[src/rtl/tmr16_pkg.sv]
package tmr16_pkg;
  typedef enum logic [1:0] {
    TM_ONESHOT = 2'b00,
    TM_FREERUN = 2'b01,
    TM_PULSE   = 2'b10,
    TM_ONESHOT2 = 2'b11
  } tmr_mode_e;

  function automatic logic mode_is_freerun(input logic [1:0] m);
    return m == TM_FREERUN;
  endfunction

  function automatic logic mode_is_pulse(input logic [1:0] m);
    return m == TM_PULSE;
  endfunction

  // next counter value: load beats reload beats decrement
  function automatic logic [15:0] cnt_next(
    input logic        do_load,
    input logic [15:0] load_val,
    input logic        do_reload,
    input logic [15:0] reload_val,
    input logic        do_tick,
    input logic [15:0] cur);
    if (do_load)        return load_val;
    else if (do_reload) return reload_val;
    else if (do_tick)   return cur - 16'd1;
    else                return cur;
  endfunction
endpackage

[src/rtl/tmr16_edge_sync.sv]
module tmr16_edge_sync #(
  parameter int STAGES = 2
) (
  input  logic clk,
  input  logic rst_n,
  input  logic din,
  output logic fall
);
  localparam int LEN = STAGES + 1;
  logic [LEN-1:0] sh;

  always_ff @(posedge clk) begin
    if (!rst_n) sh <= '1;
    else        sh <= {sh[LEN-2:0], din};
  end

  // sh[STAGES-1] is the synchronised level, sh[STAGES] its previous value
  assign fall = sh[STAGES] & ~sh[STAGES-1];
endmodule

[src/rtl/tmr16_core.sv]
module tmr16_core
  import tmr16_pkg::*;
#(
  parameter int BYTE_W = 8
) (
  input  logic              clk,
  input  logic              rst_n,
  input  logic              wr_en,
  input  logic              wr_hi,
  input  logic [BYTE_W-1:0] wr_data,
  input  logic [1:0]        mode,
  input  logic              fall,
  output logic              load,
  output logic              expire,
  output logic              freerun
);
  localparam int W = 2 * BYTE_W;

  logic [BYTE_W-1:0] lat_lo, lat_hi;
  logic [W-1:0]      cnt;
  logic              started;
  logic              tick;

  assign load    = wr_en & wr_hi;
  assign freerun = mode_is_freerun(mode);
  assign tick    = started & (mode_is_pulse(mode) ? fall : 1'b1);
  assign expire  = tick & (cnt == '0) & ~load;

  always_ff @(posedge clk) begin
    if (!rst_n) begin
      lat_lo  <= '0;
      lat_hi  <= '0;
      cnt     <= '0;
      started <= 1'b0;
    end else begin
      if (wr_en && !wr_hi) lat_lo <= wr_data;
      if (load) begin
        lat_hi  <= wr_data;
        started <= 1'b1;
      end
      cnt <= cnt_next(load, {wr_data, lat_lo}, expire & freerun,
                      {lat_hi, lat_lo}, tick, cnt);
    end
  end
endmodule

[src/rtl/tmr16_outflag.sv]
module tmr16_outflag (
  input  logic clk,
  input  logic rst_n,
  input  logic load,
  input  logic expire,
  input  logic freerun,
  input  logic irq_clr,
  output logic armed,
  output logic irq_flag,
  output logic wave_out
);
  logic flag_set;
  assign flag_set = expire & (freerun | armed);

  always_ff @(posedge clk) begin
    if (!rst_n) begin
      armed    <= 1'b0;
      irq_flag <= 1'b0;
      wave_out <= 1'b1;
    end else begin
      if (load)        armed <= 1'b1;
      else if (expire) armed <= 1'b0;

      if (load)          irq_flag <= 1'b0;
      else if (flag_set) irq_flag <= 1'b1;
      else if (irq_clr)  irq_flag <= 1'b0;

      if (load)                  wave_out <= 1'b0;
      else if (expire & freerun) wave_out <= ~wave_out;
      else if (flag_set)         wave_out <= 1'b1;
    end
  end
endmodule

[src/rtl/tmr16_counter.sv]
module tmr16_counter #(
  parameter int BYTE_W = 8,
  parameter int SYNC_STAGES = 2
) (
  input  logic              clk,
  input  logic              rst_n,
  input  logic              wr_en,
  input  logic              wr_hi,
  input  logic [BYTE_W-1:0] wr_data,
  input  logic [1:0]        mode,
  input  logic              pulse_in,
  input  logic              irq_clr,
  output logic              irq_flag,
  output logic              wave_out
);
  logic fall_w, load_w, expire_w, freerun_w, armed_w;

  tmr16_edge_sync #(.STAGES(SYNC_STAGES)) u_sync (
    .clk(clk), .rst_n(rst_n), .din(pulse_in), .fall(fall_w));

  tmr16_core #(.BYTE_W(BYTE_W)) u_core (
    .clk(clk), .rst_n(rst_n), .wr_en(wr_en), .wr_hi(wr_hi),
    .wr_data(wr_data), .mode(mode), .fall(fall_w),
    .load(load_w), .expire(expire_w), .freerun(freerun_w));

  tmr16_outflag u_out (
    .clk(clk), .rst_n(rst_n), .load(load_w), .expire(expire_w),
    .freerun(freerun_w), .irq_clr(irq_clr), .armed(armed_w),
    .irq_flag(irq_flag), .wave_out(wave_out));
endmodule

[config.mk]
export PLATFORM = sky130hd
export DESIGN_NAME = tmr16_counter
export DESIGN_NICKNAME = d
export VERILOG_FILES = /design/src/rtl/tmr16_pkg.sv /design/src/rtl/tmr16_edge_sync.sv /design/src/rtl/tmr16_core.sv /design/src/rtl/tmr16_outflag.sv /design/src/rtl/tmr16_counter.sv
export SDC_FILE = /design/constraint.sdc
export NUM_CORES = 1
export LEC_CHECK = 0
export ABC_AREA = 1
export BUFFER_PORTS_ARGS = -buffer_cell sky130_fd_sc_hd__buf_2
export CAP_MARGIN = 20
export CORE_MARGIN = 2
export CORE_UTILIZATION = 44
export DETAILED_ROUTE_END_ITERATION = 10
export GPL_ROUTABILITY_DRIVEN = 1
export PLACE_DENSITY = 0.72
export SKIP_CTS_REPAIR_TIMING = 1
export SYNTH_ARGS = -nofsm -noshare
export SYNTH_HDL_FRONTEND = slang
export SYNTH_SLANG_ARGS = --single-unit
[constraint.sdc]
create_clock -name clk -period 1.8 [get_ports clk]
set_clock_uncertainty 0.2 [all_clocks]
set_input_delay 0.18 -clock clk [delete_from_list [all_inputs] [get_ports clk]]
set_output_delay 0.18 -clock clk [all_outputs]
set_load 0.02 [all_outputs]
; ---- Yosys cells after proc, flatten, opt, wreduce, memory -nomap -nowiden
; Cells that the tools add are included.
; W data, S select, Z words.
[op_classes]
add_sub_neg = 1
n_mul = 0
div_mod_pow = 0
order_cmp = 0
n_eq_ne = 2
n_shift = 0
mux = 11
n_bitwise = 12
reduce_logical = 8
[ops]
columns = cell, count
row1 = $mux W16, 3
row2 = $logic_not A16 Y1, 1
row3 = $sub A16 B1 Y16 const B, 1
row4 = $mux W1, 8
row5 = $and A1 B1 Y1, 7
row6 = $reduce_bool A3 Y1, 2
row7 = $not A1 Y1, 4
row8 = $reduce_bool A2 Y1, 2
row9 = $eq A2 B1 Y1 const B, 1
row10 = $eq A2 B2 Y1 const B, 1
row11 = $reduce_or A2 Y1, 1
row12 = $logic_and A1 B1 Y1, 1
row13 = $logic_not A1 Y1, 1
row14 = $or A1 B1 Y1, 1
[word_totals]
regBits = 39
latch_bits = 0
ram_bits = 0
mem_bits_ro = 0
word_cells = 42
n_memories = 0

; ---- Longest topological paths before layout
; Gate-level depths: netlist of the first run.
[depth]
ltp_word = 10
depth_mapped = 14
mapped_depth_nobuf = 13

; ---- Modules after synthesis
; Synthesis of the first run repeated with hierarchy kept, for this count alone.
[unflattened]
hier_cells = 310
hier_area_um2 = 2128.3
[modules_own_cells]
columns = mod, n_inst, cells_per_inst, area_each_um2, seq_area_each_um2
row1 = tmr16_core, 1, 280, 1910.6, 660.6
row2 = tmr16_outflag, 1, 19, 127.6, 60.1
row3 = tmr16_edge_sync, 1, 11, 90.1, 60.1

; ---- Worst setup path after synthesis of the first run
; No wires, ideal clock.
[synth_timing]
path_type = register to register
start = register u_core.cnt[0]
end = register u_core.cnt[9]
t_arrival_ps = 1423
path_slack_ps = 59
path_stages_with_launch = 15
n_path_buf = 1
period_less_slack_ps = 1741
path_cell_list = dfxtp_1 > inv_1 > ha_1 > nand2_1 > nor2_1 > nand2_2 > nor2_4 > nand3_4 > nand2_4 > buf_8 > inv_4 > nand2_1 > nand2_1 > nor2_1 > nor2_1
[synth_between]
elab_chain_cells = 6
elab_cells_between_ends = 9
[synth_lines]
columns = item, line_no
row1 = from (decl), tmr16_core.sv:20  ; logic [W-1:0] cnt;
row2 = from (signal assigned), tmr16_core.sv:41  ; cnt <= cnt_next(load, {wr_data, lat_lo}, expire & freerun,
row3 = "parallel branches: the longest is 6 deep, another holds $sub A16 B1 Y16", -
; Several ways; the timed one is not identified. The select of a mux whose other input is x is not followed.
; A chain may end at the register's enable or synchronous reset.

; ---- Final worst setup path of the first run
[layout_timing]
start = register u_core.cnt[0]
end = register u_core.cnt[5]
; Same word-level chain as after synthesis.

==> results of run 1 <==
[through the flow]
stage | utilization [%] | setup WS [ns]
after floorplan | - | 0.0594
after global placement | 50.1 | 0.0493
after detailed placement | 50.1 | -0.00144
after CTS | 52.3 | -0.0274
after global routing | 57.7 | -0.149
final | 57.7 | -0.0483
[logic make-up (layout without fill, tap and decap cells)]
| kind of cell | count (synthesis) | in the layout | synth area share, % |
|---|---|---|---|
| and+or+nand+nor | 141 | 144 | 31.0 |
| AOI/OAI and AO/OA | 62 | 62 | 15.4 |
| buffers and inverters | 50 | 94 | 10.0 |
| DFF | 39 | 39 | 37.2 |
| xor gates and xnor gates | 9 | 9 | 3.75 |
| muxes | 3 | 3 | 1.43 |
| adders and majority gates | 2 | 2 | 1.19 |
[worst max path at each step]
stage / slack (ns) / depth (start not counted) / end / from
5_1_grt: -0.15 / 12 / u_core.cnt[4] / u_core.cnt[0]
4_1_cts: -0.03 / 13 / u_core.cnt[9] / u_core.cnt[0]
2_1_floorplan: 0.06 / 14 / u_core.cnt[9] / u_core.cnt[0]
3_5_place_dp: -0.001 / 13 / u_core.cnt[9] / u_core.cnt[0]
3_3_place_gp: 0.05 / 13 / u_core.cnt[9] / u_core.cnt[0]
6_report: -0.05 / 11 / u_core.cnt[5] / u_core.cnt[0]
[tightest hold or removal path: stages]
cell and delay [ns]:
buf_2 0.10, mux2i_1 0.08, nor2_1 0.08
[report_power, final]
part           leakage [nW]  total [mW]  switching [mW]  internal [mW]
logic                 0.879       0.686           0.405          0.281
clock network        0.0505       0.670           0.322          0.349
registers             0.322       0.978          0.0517          0.927
total                  1.25        2.33           0.779           1.56
[sequential cells by signal (all words and copies together), names as in the netlist]
name,cells
u_core.lat_hi,8
u_sync.sh,3
u_out.irq_flag,1
u_core.lat_lo,8
u_core.cnt,16
u_core.started,1
u_out.wave_out,1
u_out.armed,1
[metal layers]
metal,global-route usage [%],share of wire [%]
met4,12.8,4.9
met1,25.5,40
met5,0,0
met2,32.5,49
met3,4.42,6.3
[layout make-up]
cell class                      instances  area share, %
Multi-Input combinational cell        220           46.4
Sequential cell                        39           29.1
Timing Repair Buffer                   45           12.1
Inverter                               41           6.01
Clock buffer                            7           3.58
Tap cell                               54           2.51
Clock inverter                          1          0.279
[cells in the final DEF, fill, tap and decap left out, types with 2 or more instances in the layout]
cell,count
xor2_1,8
inv_1,36
a21oi_1,21
buf_2,17
nand2_8,2
o21ai_0,24
nand3_2,7
dlygate4sd3_1,5
clkbuf_8,7
nor2_4,6
nor2_1,32
nand2_1,61
nand3_1,14
mux2i_1,3
dfxtp_2,2
o22ai_1,3
nor2_2,6
buf_4,21
nand2_4,3
or2_2,2
inv_2,2
nand4_1,2
dfxtp_1,37
ha_4,2
a21oi_2,2
o21ai_1,10
nand2_2,6
==> reports/summary.txt, run 1 <==
Status - finished, violations left
Failing checks - negative hold slack, negative setup slack
CTS Buffer Depth - 2
Number of synthesized register bits - 39
Reg2Reg Depth - 11
Die Wd - 73.1 um
Main synth FF type - dfxtp_1
# port buffers - 17
Initial drt markers - 132
Vias - 2171
FF-to-FF End - u_core.cnt[5]
Period utilisation layout - 103%
Max-cap viol count - 0
# fillers - 386
Commonest cells in the netlist - nand2_1, dfxtp_1, inv_1
Final cell count without fillers - 407
Initial antenna violation count - 0
Synthesized area - 2100 um^2
Setup Viol. Count Final - 11
Max stage delay cell, worst path - dfxtp_2
Rel. slew slack - 65.9%
Top post-synthesis cells by area - dfxtp_1, nand2_1, inv_1
Die Ht - 73.1 um
Critical path arrival - 1.87 ns
Synth cell types - 34
Ys async rst share - 0%
Cell taking the most area after synthesis - dfxtp_1
Overall power - 2.33 mW
WP data required - 1.83 ns
RSZ-0062 raised after global routing - yes
Setup TNS - -0.279 ns
Root buf cell - clkbuf_8
Drt pass-1 iters - 4
Vias in the first global route - 1822
Worst-Margin Slew - 0.511 ns
Seq/Total Area, Yosys - 37.2%
Final worst slack - -0.0483 ns
Largest net degree at the start of global routing - 24
Number of antenna-violating nets in the routed design - 0
Reg2Reg Setup Slack - -0.05 ns
Maximum vdd ir drop - 0.565 mV
Share of cells above drive strength 1 - 26.1%
Final-report max-slew violation count - 0
Crit Path Class - reg2reg
Synth warn - 0
Worst hold path endpoint - u_core.lat_hi[3]
CTS buffer count - 5
CP peak stage delay - 0.33 ns
Top cell by count, worst path - nand2_2
# DRC - 0
WL per Instance - 14.1 um
Vias per cell - 5.33
Post-route minimum period - 1.85 ns
Multi-input logic area - 1250 um^2
CP top delay family - simple AND/OR/NAND/NOR gates
Worst hold start - wr_data[3]
Mean Syn Cell Area - 6.86 um^2
First-pass GRT wire length - 8.37 mm
Num Clock Sinks - 39
Grt ovf - 0
DP Cell Count - 386
Pleak - 1.25 nW
Worst Hold Class - in2reg
I/O pin count - 18
Full die area - 5340 um^2
GPL Wtd Cong - 0.954
PD cells - 869 nW/um^2
Count leader, synth - nand2_1
H-tree level count - 2
CP Launch Type - flop
Critical-path cell list - inv_2, ha_4, nand2_2, nor2_2, nand2_2, nor2_4, nand3_4, buf_12, nand2_4, o21ai_1, a21oi_1
Post-DP HPWL - 3.67 mm
Placed instance area - 2330 um^2
Worst-Skew Late Latency - 0.30 ns
CTS tree - done
Syn Nets - 324
Post-synth EDFFs - 0
Core area - 4660 um^2
Hold Violations, Final - 5
Critical path buffer and inverter count - 2
Hold slack - -0.0193 ns
Syn-to-layout area delta - 28.0%
Final WL - 5.74 mm
Starting Density - 45.0%
Fin area - 2690 um^2
CP endpoint kind - flop
Register area - 783 um^2
Post-synth top area share - 37.2%
Fmax - 0.541 GHz
Reg2reg start - u_core.cnt[0]
Diode count - 0
Global-route usage over all layers - 20.6%
# rows - 25
Hold depth - 3
Fin nets - 370
Clock transition at the registers of the reported paths - 0.08 ns
Syn Inst Count - 306
CP max FO - 5
(Power assumes the default switching activity.)
==> run 2, diff against run 1 <==
--- a/config.mk
+++ b/config.mk
@@ -12,7 +12,6 @@
 export CORE_UTILIZATION = 44
 export DETAILED_ROUTE_END_ITERATION = 10
 export GPL_ROUTABILITY_DRIVEN = 1
-export PLACE_DENSITY = 0.72
 export SKIP_CTS_REPAIR_TIMING = 1
 export SYNTH_ARGS = -nofsm -noshare
 export SYNTH_HDL_FRONTEND = slang
==> run 2 against run 1 <==
The flow finishes with violations (negative hold slack). Combinational power fell by 3%. Via count fell by 6.0%. Sequential power fell by 0.8%. Critical path depth did not move. Final cell count fell by 0.25%. Non-clock buffer count did not move. Final area fell by 1.3%. Largest cell class unchanged. Largest power group unchanged.
==> reports/summary.txt, run 2 (synthesis gave the netlist of run 1 again) <==
Num Clock Sinks - 39
Clock network power share - 31.2%
CP Launch Type - flop
CP endpoint kind - flop
Fin nets - 369
CTS tree - done
GPL Wtd Cong - 0.920
CP peak stage delay - 0.33 ns
Reg power frac - 40.8%
FF-to-FF End - u_core.cnt[14]
Starting Density - 45.0%
P_int - 1.61 mW
Number of antenna-violating nets in the routed design - 0
Reg2reg start - u_core.cnt[1]
WP data required - 1.83 ns
Final WL - 5.54 mm
Commonest non-fill, non-tap cell in the layout - nand2_1
First-pass GRT wire length - 8.76 mm
Core area - 4660 um^2
Commonest non-fill, non-tap cells in the layout - nand2_1, dfxtp_1, inv_1
Share of cells above drive strength 1 - 25.3%
Die Wd - 73.1 um
Failing checks - negative hold slack
Critical-path cell list - inv_2, ha_4, nand2_2, nor2_2, nand2_2, nor2_4, nand3_4, buf_6, nand3_2, nand3_2, a21oi_1
Grt ovf - 0
Worst hold path endpoint - u_core.lat_lo[7]
Largest reg by FF count - u_core.cnt
Worst-Margin Slew - 0.387 ns
Pleak - 1.24 nW
Drt pass-1 iters - 4
Psw - 0.767 mW
CTS buffer count - 5
Hold Violations, Final - 2
Hold depth - 3
H-tree level count - 2
Crit Path Class - reg2reg
Diode count - 0
Reg2Reg Setup Slack - 0.02 ns
Status - finished, violations left
I/O pin count - 18
Vias in the first global route - 1875
# rows - 25
Worst Hold Class - in2reg
Clock transition at the registers of the reported paths - 0.08 ns
CP max FO - 5
Multi-input logic area - 1200 um^2
Maximum vdd ir drop - 0.581 mV
Root buf cell - clkbuf_8
Post-DP HPWL - 4.01 mm
RSZ-0062 raised after global routing - yes
Gate power share - 28.0%
Finished Core Util - 56.9%
Setup Viol. Count Final - 0
Vias per cell - 5.02
Fmax - 0.563 GHz
Worst-Skew Late Latency - 0.29 ns
Critical path arrival - 1.81 ns
Hold slack - -0.0115 ns
Rel. slew slack - 74.2%
Overall power - 2.38 mW
# fillers - 439
CP top delay family - simple AND/OR/NAND/NOR gates
Biggest regs - u_core.cnt: 16 flops, u_core.lat_hi: 8 flops, u_core.lat_lo: 8 flops
Max stage delay cell, worst path - dfxtp_2
# DRC - 0
# port buffers - 17
Final-report max-slew violation count - 0
Register area - 783 um^2
WL per Instance - 13.7 um
Critical path buffer and inverter count - 2
Syn-to-layout area delta - 26.4%
Initial antenna violation count - 0
Largest net degree at the start of global routing - 28
Max reg flops - 16
Period utilisation layout - 98.7%
Reg2Reg Depth - 11
PD cells - 896 nW/um^2
Sw frac - 32.3%
Full die area - 5340 um^2
Die Ht - 73.1 um
Initial drt markers - 100
Global-route usage over all layers - 21.5%
CTS Buffer Depth - 2
Max-cap viol count - 0
Vias - 2040
Worst hold start - wr_data[7]
Post-route minimum period - 1.78 ns
[run 2: cell types whose count changed in the layout (fill, tap and decap cells not counted), sizes merged]
| cell | previous run | this run |
|---|---|---|
| bufinv | 0 | 1 |
| clkbuf | 7 | 5 |
| clkinv | 1 | 3 |
| clkinvlp | 1 | 0 |
| nand2 | 72 | 71 |
[run 2: metrics by stage]
stage               instance area (um^2)  instances  setup TNS [ns]  worst slack [ns]
floorplan                           2100        306               0            0.0594
CTS                                 2490        398               0           0.00712
finish                              2650        406               0            0.0242
detailed placement                  2380        390               0           0.00928
global placement                    2380        390               0            0.0661
global route                        2650        406          -0.487           -0.0733
[run 2: layout make-up]
cell class	count	area share, %
inverter	41	6.08
tap	54	2.55
timing repair buffer	45	12.2
clock buffer	5	2.59
multi-input combinational	219	45.4
sequential	39	29.5
clock inverter	3	1.65
[run 2: how the worst max path moves through the flow]
stage / to / cells after the start / from / slack [ns]
final: u_core.cnt[14] / 11 / u_core.cnt[1] / 0.02
after global routing: u_core.cnt[9] / 13 / u_core.cnt[1] / -0.07
after CTS: u_core.cnt[6] / 11 / u_core.cnt[0] / 0.007
after detailed placement: u_core.cnt[6] / 11 / u_core.cnt[0] / 0.009
after global placement: u_core.cnt[6] / 11 / u_core.cnt[0] / 0.07
after floorplan: u_core.cnt[9] / 14 / u_core.cnt[0] / 0.06
[run 2: tightest hold or removal path: stages]
cell	delay, ns
buf_2	0.09
o21ai_0	0.07
a21oi_1	0.10
[run 2: metal layers]
metal  GRT usage (%)  up-vias  share of wire [%]
li1                -     1066                  -
met1            29.7      911                 46
met2            34.3       58                 48
met3            2.90        5                6.1
met4            7.41        0               0.74
met5               0        -                  0
[run 2: power by group through the flow]
stage	Sequential (mW)	Clock [mW]	Combinational, mW
6_report	0.970	0.743	0.666
5_1_grt	0.979	0.786	0.745
3_5_place_dp	0.988	0	0.601
2_1_floorplan	0.986	0	0.408
4_1_cts	0.968	0.756	0.606
3_3_place_gp	0.987	0	0.597
